### src/rtl/csel_pkg.sv
package csel_pkg;
  localparam int IDX_W  = 5;
  localparam int COND_W = 4;

  typedef struct packed {
    logic              wide;
    logic              inv;
    logic              rsv_s;
    logic [7:0]        klass;
    logic [IDX_W-1:0]  src_b;
    logic [COND_W-1:0] cond;
    logic              rsv_hi;
    logic              inc;
    logic [IDX_W-1:0]  src_a;
    logic [IDX_W-1:0]  dst;
  } csel_word_t;

  typedef enum logic [1:0] {
    XF_MOVE = 2'b00,
    XF_INC  = 2'b01,
    XF_NOT  = 2'b10,
    XF_NEG  = 2'b11
  } xform_e;

  // Pairwise base test, odd code flips it (except the always pair)
  function automatic logic cond_eval(input logic [COND_W-1:0] c, input logic [3:0] f);
    logic n, z, cy, v, base;
    {n, z, cy, v} = f;
    case (c[3:1])
      3'd0: base = z;
      3'd1: base = cy;
      3'd2: base = n;
      3'd3: base = v;
      3'd4: base = cy & ~z;
      3'd5: base = (n == v);
      3'd6: base = ~z & (n == v);
      default: base = 1'b1;
    endcase
    return (c[0] && c[3:1] != 3'd7) ? ~base : base;
  endfunction
endpackage

### src/rtl/csel_decode.sv
module csel_decode
  import csel_pkg::*;
(
  input  logic [31:0]      insn,
  output logic             wide,
  output xform_e           xf,
  output logic [COND_W-1:0] cond,
  output logic [IDX_W-1:0] src_a,
  output logic [IDX_W-1:0] src_b,
  output logic [IDX_W-1:0] dst,
  output logic             reserved
);
  csel_word_t w;
  assign w        = csel_word_t'(insn);
  assign wide     = w.wide;
  assign xf       = xform_e'({w.inv, w.inc});
  assign cond     = w.cond;
  assign src_a    = w.src_a;
  assign src_b    = w.src_b;
  assign dst      = w.dst;
  assign reserved = w.rsv_s | w.rsv_hi;
endmodule

### src/rtl/csel_cond.sv
module csel_cond
  import csel_pkg::*;
(
  input  logic [COND_W-1:0] cond,
  input  logic [3:0]        nzcv,
  output logic              holds,
  output logic              always_code
);
  assign holds       = cond_eval(cond, nzcv);
  assign always_code = (cond[COND_W-1:1] == '1);
endmodule

### src/rtl/csel_datapath.sv
module csel_datapath
  import csel_pkg::*;
#(
  parameter int XLEN   = 64,
  parameter int NARROW = 32
)(
  input  logic             wide,
  input  xform_e           xf,
  input  logic [IDX_W-1:0] src_a,
  input  logic [IDX_W-1:0] src_b,
  input  logic [XLEN-1:0]  a_val,
  input  logic [XLEN-1:0]  b_val,
  input  logic             holds,
  input  logic             reserved,
  output logic [XLEN-1:0]  value
);
  localparam int UPPER = XLEN - NARROW;
  localparam logic [IDX_W-1:0] ZERO_IDX = '1;

  function automatic logic [XLEN-1:0] apply_xf(input xform_e k, input logic [XLEN-1:0] v);
    logic [XLEN-1:0] t;
    t = k[1] ? ~v : v;
    t = t + {{(XLEN-1){1'b0}}, k[0]};
    return t;
  endfunction

  function automatic logic [XLEN-1:0] fit(input logic w, input logic [XLEN-1:0] v);
    return w ? v : {{UPPER{1'b0}}, v[NARROW-1:0]};
  endfunction

  logic [XLEN-1:0] opa, opb, picked;
  assign opa    = (src_a == ZERO_IDX) ? '0 : a_val;
  assign opb    = (src_b == ZERO_IDX) ? '0 : b_val;
  assign picked = holds ? opa : apply_xf(xf, opb);
  assign value  = reserved ? '0 : fit(wide, picked);
endmodule

### src/rtl/csel_unit.sv
module csel_unit
  import csel_pkg::*;
#(
  parameter int XLEN   = 64,
  parameter int NARROW = 32
)(
  input  logic             clk,
  input  logic             rst_n,
  input  logic             in_valid,
  input  logic [31:0]      insn,
  input  logic [XLEN-1:0]  rn_val,
  input  logic [XLEN-1:0]  rm_val,
  input  logic [3:0]       nzcv,
  output logic             out_valid,
  output logic [XLEN-1:0]  result,
  output logic             wr_en,
  output logic [IDX_W-1:0] wr_idx,
  output logic             undef
);
  logic             dec_wide, dec_rsv, cond_true, cond_always;
  xform_e           dec_xf;
  logic [COND_W-1:0] dec_cond;
  logic [IDX_W-1:0] dec_a, dec_b, dec_dst;
  logic [XLEN-1:0]  next_value;
  logic             dst_discard, wide_q;

  csel_decode u_dec (
    .insn(insn), .wide(dec_wide), .xf(dec_xf), .cond(dec_cond),
    .src_a(dec_a), .src_b(dec_b), .dst(dec_dst), .reserved(dec_rsv)
  );

  csel_cond u_cond (
    .cond(dec_cond), .nzcv(nzcv), .holds(cond_true), .always_code(cond_always)
  );

  csel_datapath #(.XLEN(XLEN), .NARROW(NARROW)) u_dp (
    .wide(dec_wide), .xf(dec_xf), .src_a(dec_a), .src_b(dec_b),
    .a_val(rn_val), .b_val(rm_val), .holds(cond_true),
    .reserved(dec_rsv), .value(next_value)
  );

  assign dst_discard = (dec_dst == '1);

  always_ff @(posedge clk) begin
    if (!rst_n) begin
      out_valid <= 1'b0;
      wr_en     <= 1'b0;
      undef     <= 1'b0;
      result    <= '0;
      wr_idx    <= '0;
      wide_q    <= 1'b0;
    end else begin
      out_valid <= in_valid;
      wr_en     <= in_valid & ~dec_rsv & ~dst_discard;
      undef     <= in_valid & dec_rsv;
      if (in_valid) begin
        result <= next_value;
        wr_idx <= dec_dst;
        wide_q <= dec_wide;
      end
    end
  end


  valid_follow_chk: assert property (@(posedge clk) disable iff (!rst_n)
    in_valid |=> out_valid);

  idle_quiet_chk: assert property (@(posedge clk) disable iff (!rst_n)
    !in_valid |=> (!out_valid && !wr_en && !undef));

  undef_nowrite_chk: assert property (@(posedge clk) disable iff (!rst_n)
    (out_valid && undef) |-> (!wr_en && result == '0));

  always_sel_chk: assert property (@(posedge clk) disable iff (!rst_n)
    (in_valid && cond_always) |-> cond_true);

  narrow_zero_chk: assert property (@(posedge clk) disable iff (!rst_n)
    (out_valid && !wide_q) |-> (result[XLEN-1:NARROW] == '0));

  discard_chk: assert property (@(posedge clk) disable iff (!rst_n)
    (out_valid && wr_idx == '1) |-> !wr_en);
endmodule

### config.mk
export PLATFORM = sky130hd
export DESIGN_NAME = csel_unit
export DESIGN_NICKNAME = d
export VERILOG_FILES = /design/src/rtl/csel_pkg.sv /design/src/rtl/csel_decode.sv /design/src/rtl/csel_cond.sv /design/src/rtl/csel_datapath.sv /design/src/rtl/csel_unit.sv
export SDC_FILE = /design/constraint.sdc
export NUM_CORES = 1
export LEC_CHECK = 0
export BUFFER_PORTS_ARGS = -buffer_cell sky130_fd_sc_hd__buf_2
export CAP_MARGIN = 20
export CORE_MARGIN = 5
export CORE_UTILIZATION = 30
export DETAILED_ROUTE_END_ITERATION = 16
export PLACE_DENSITY = 0.67
export SYNTH_ARGS = -nofsm -noshare
export SYNTH_HDL_FRONTEND = slang
export SYNTH_SLANG_ARGS = --single-unit
export TNS_END_PERCENT = 1
### constraint.sdc
create_clock -name clk -period 3.45 [get_ports clk]
set_input_delay 0.5175 -clock clk [delete_from_list [all_inputs] [get_ports clk]]
set_output_delay 0.5175 -clock clk [all_outputs]
set_load 0.03 [all_outputs]
; ---- Word-level counts from Yosys, hierarchy flattened
; Index checks and enable logic that the tools add are counted.
[op_classes]
n_mux = 8
eq_ne = 11
reduce_logical = 2
addsub = 1
bitwise_logic = 11
[op_table]
columns = operator, n
row1 = two-way mux 64 bit, 6
row2 = adder 64 x 1 -> 64 bit, 1
row3 = NOT 64 bit, 1
row4 = == test 5 bit (second input constant), 3
row5 = == test 3 bit (second input constant), 3
row6 = case mux 1 bit (7 select lines), 1
row7 = == test 3 x 2 -> 1 bit (second input constant), 2
row8 = AND 1 bit, 5
row9 = NOT 1 bit, 4
row10 = == test 3 x 1 -> 1 bit (second input constant), 1
row11 = logical NOT 3 bit, 1
row12 = != test 3 bit (second input constant), 1
row13 = == test 1 bit, 1
row14 = logical AND 1 bit, 1
row15 = two-way mux 1 bit, 1
row16 = bitwise OR 1 bit, 1
[totals]
output_inout_bits = 72
elab_cells = 38
reg_bits = 72
inputBits = 167

; ---- Longest topological paths before layout
[logic_depth]
word_depth = 8
mapped_depth = 16
mapped_depth_nobuf = 12

; ---- Hierarchy
; A second synthesis with hierarchy kept.
[unflattened]
hier_cells = 985
hier_area_um2 = 7637.3
[by_module_without_submodules]
columns = module, n_inst, seq_area_each_um2, cells_each, area_each_um2
row1 = csel_datapath, 1, 0.0, 712, 4558.1
row2 = csel_unit, 1, 1441.4, 230, 2755.1
row3 = csel_decode, 1, 0.0, 23, 171.4
row4 = csel_cond, 1, 0.0, 20, 152.6

; ---- Worst setup path before layout
; OpenSTA, ideal clock, no wires.
[synth_timing]
path_type = input to register
from = input port insn[19]
to = register result[58]
path_buffers = 5
setup_ns = 0.116
required_time_ns = 3.334
path_stages = 15
t_arrival_ns = 3.554
path_slack_ns = -0.220
path_cell_list = and3_2 -> buf_6 -> nand2_1 -> clkbuf_1 -> buf_1 -> nand2_1 -> xnor2_1 -> ha_1 -> clkbuf_1 -> and4_1 -> buf_2 -> nand2_2 -> nor4_2 -> nand4_1 -> a31o_2
[synth_between]
elab_chain_cells = 8
[synth_rtl]
columns = element, line_no
row1 = from (decl), csel_unit.sv:10  ; input logic [31:0] insn,
row2 = == test 5 bit *, csel_datapath.sv:33  ; assign opb = (src_b == ZERO_IDX) ? '0 : b_val;
row3 = two-way mux 64 bit *, csel_datapath.sv:33
row4 = NOT 64 bit, csel_datapath.sv:22  ; t = k[1] ? ~v : v;
row5 = two-way mux 64 bit *, csel_datapath.sv:22
row6 = adder 64 x 1 -> 64 bit *, csel_datapath.sv:23  ; t = t + {{(XLEN-1){1'b0}}, k[0]};
row7 = two-way mux 64 bit *, csel_datapath.sv:34  ; assign picked = holds ? opa : apply_xf(xf, opb);
row8 = two-way mux 64 bit *, csel_datapath.sv:28  ; return w ? v : {{UPPER{1'b0}}, v[NARROW-1:0]};
row9 = two-way mux 64 bit *, csel_datapath.sv:35  ; assign value = reserved ? '0 : fit(wide, picked);
row10 = to (signal assigned), csel_unit.sv:57  ; result <= next_value;
row11 = to (decl), csel_unit.sv:15  ; output logic [XLEN-1:0] result,
; Every way passes the cells marked *; elsewhere a longest branch is shown, timed or not.
; A chain may end at the register's enable or synchronous reset.

; ---- Worst setup path in the final report
[layout_timing]
from = input port insn[18]
to = register result[56]
; The elaborated chain is that of the path after synthesis.

==> run_results.csv <==
group,metric,value,unit
outcome,status,"completed",
worst_setup_path,crit_fanout,8,
logic_synthesis,synth_edf_count,0,
finish,fin_nets,1273,
logic_synthesis,ys_types,85,
place,dp.cells,1368,
worst_setup_path,crit_required,3.68,ns
sta,worst_slew_pin_slew,0.759,ns
floorplanning,die_h,157,µm
clock_network,clockBufferDepth,2,
place,place_ws,0.295,ns
power,seq_power_share,34.9,%
finish,n_fill_cell,2247,
detailed_routing,wl_per_cell,20.1,µm
worst_setup_path,rr_startpoint,"result[59]",
clock_network,post_cts_resized,0,
logic_synthesis,synth.most_common_cell,"nand2_1",
detailed_routing,drc,0,
worst_setup_path,reg2reg_slack,2.45,ns
finish,drive_gt1_share,29.5,%
place,dp_hpwl,21700,µm
clock_network,cts_hold_buf,0,
worst_setup_path,arrival,3.10,ns
sta,period_share,83.2,%
worst_setup_path,start_kind,"input port",
global_route,grt_overflow,0,
power,ir_drop,168,µV
min_path,hp-start,"rn_val[19]",
sta,grt_setup_unrepaired,"no",
clock_network,cts-root-buf,"clkbuf_16",
detailed_routing,ant_nets,0,
min_path,hold_path.class,"input port to flip-flop",
logic_synthesis,synth_top_area_share,22.3,%
place,gp_congestion,0.955,
logic_synthesis,ys_seq_area_share,22.3,%
worst_setup_path,worst-r2r-cell-count,3,
clock_network,cts_setup_buffers,0,
worst_setup_path,critPathKind,"input port to flip-flop",
sta,min_period,2.87,ns
floorplanning,die_x,157,µm
detailed_routing,finalWirelength,27800,µm
logic_synthesis,netlist_area,6470,µm²
logic_synthesis,ys.flop_type,"dfxtp_1",
finish,fin_util,39.4,%
logic_synthesis,syn_avg_cell_area,7.31,µm²
sta,fin_worst_hold_slack,0.377,ns
sta,setup_tns,0,ns
floorplanning,rows,53,
finish,final-instance-count-excl-fill,1383,
clock_network,clock_latency,0.34,ns
floorplanning,initial_utilization,30.6,%
logic_synthesis,yosysTopAreaCell,"dfxtp_1",
global_route,antenna_found_initial,3,
finish,n_antenna_cell,0,
sta,max_slew_margin,49.4,%
detailed_routing,drtPass1Iterations,5,
power,clkPwrFrac,35.5,%
detailed_routing,via_per_inst,5.73,
power,internal_power,0.00162,W
floorplanning,coreArea,21200,µm²
place,portBuffers,230,
global_route,grt_pass1_wl,42100,µm
worst_setup_path,r2r-end,"result[59]",
floorplanning,dieArea,24600,µm²
detailed_routing,drtIter0Drc,859,
worst_setup_path,endpoint_kind,"flip-flop",
logic_synthesis,synth_nets,1054,
clock_network,cts_tree,"yes",
global_route,grt_max_degree,73,
clock_network,numCtsBuffers,9,
power,switching_share,35.0,%
global_route,track_usage,21.6,%
logic_synthesis,ys_top_cells_by_area,"dfxtp_1, xnor2_1, nand2_1",
sta,fmaxAchievable,348,MHz
clock_network,cts_sinks,72,
sta,fin_skew,0,ns
min_path,hold_end,"result[19]",
sta,fin_ws,0.578,ns
sta,setup_viol,0,
power,p_per_area,300,nW/µm²
clock_network,htree_levels,3,
logic_synthesis,ys_ff_latch,72,
detailed_routing,num_vias,7926,
power,p_switching,0.000874,W
logic_synthesis,async_reset_ff_share,0,%
logic_synthesis,synth_cells,885,
logic_synthesis,yosys-top-cells-count,"nand2_1, xnor2_1, o21ai_0",
logic_synthesis,synth_warnings,0,
global_route,grt_pass1_vias,7392,
power,combPwrFrac,29.6,%
clock_network,clk_pin_slew,0.06,ns
min_path,min_path_cells,3,
floorplanning,ios,239,
sta,hold_viol,0,
finish,area_growth,28.9,%
power,power_leakage,3.47,nW
job,maxCapViolations,0,
sta,final_max_slew_viol_count,0,
[power groups by stage]
stage / Combinational (W) / Clock [W] / Sequential [W]
after detailed placement: 0.000731 / 0 / 0.000889
after global placement: 0.000724 / 0 / 0.000888
after floorplan: 0.000384 / 0 / 0.000943
final: 0.000739 / 0.000886 / 0.000871
after CTS: 0.000734 / 0.000905 / 0.000871
after global routing: 0.000801 / 0.000937 / 0.000874
[stage by stage]
| step | total power [W] | instance area [µm²] |
|---|---|---|
| 6_report | 0.00250 | 8330 |
| 5_1_grt | 0.00261 | 8330 |
| 4_1_cts | 0.00251 | 8330 |
| 3_5_place_dp | 0.00162 | 8070 |
| 3_3_place_gp | 0.00161 | 8070 |
| 2_1_floorplan | 0.00133 | 6470 |
[worst max-delay path, stage by stage]
cell and delay [ns]:
buf_2 0.12, nand2_1 0.19, nor2_1 0.55, o21ai_0 0.31
a211oi_1 0.35, nand3_1 0.32, or4_1 0.56, nand3_1 0.12
a21oi_1 0.07
[final cells by class]
type / count / area [µm²] / share of cell area, %
multi-input cells: 730 / 4700 / 56.4
clock buffers: 9 / 225 / 2.70
flip-flops and latches: 72 / 1440 / 17.3
well taps: 275 / 344 / 4.13
clock inverters: 6 / 37.5 / 0.450
inverters: 13 / 48.8 / 0.585
repair buffers: 278 / 1540 / 18.4
[layout by cell type (no fill, tap or decap), drive strengths merged, types with 28 or more instances in the layout]
cell type  instances
buf              278
nand2            122
o21ai             82
xnor2             81
dfxtp             72
nor2              45
nand3             45
a22oi             41
a21oi             40
nor4              31
nor3              28
[worst max-delay path by stage]
| stage | slack, ns | cells after the start | startpoint | end |
|---|---|---|---|---|
| 2_1_floorplan | 0.08 | 15 | insn[19] | result[58] |
| 3_3_place_gp | 0.34 | 11 | insn[18] | result[56] |
| 3_5_place_dp | 0.29 | 9 | insn[18] | result[56] |
| 4_1_cts | 0.68 | 11 | insn[18] | result[56] |
| 5_1_grt | 0.43 | 10 | insn[18] | result[46] |
| 6_report | 0.58 | 9 | insn[18] | result[56] |
[cells by family (layout without fill, tap and decap cells)]
family                     after synthesis  after routing  share of synthesized area (%)
muxes                                    9              9                           1.61
buffers and inverters                   83            306                           5.38
AOI/OAI and AO/OA                      292            292                           31.5
xor gates and xnor gates                86             86                           11.9
DFF                                     72             72                           22.3
and+or+nand+nor                        341            341                           27.0
adders and majority gates                2              2                          0.387
[per-layer routing]
metal  up-vias  share of wire [%]  global-route usage, %
met5         -               0.12                      0
met4         6                2.0                   6.24
met3        47                 11                   5.28
met2       405                 45                   33.5
met1      3704                 42                   29.7
li1       3764                  -                      -
[registers in the layout (all words and copies together) (netlist names)]
name and cells:
undef 1, wr_idx 5, out_valid 1, result 64
wr_en 1
Power figures use the tool's default switching activity.
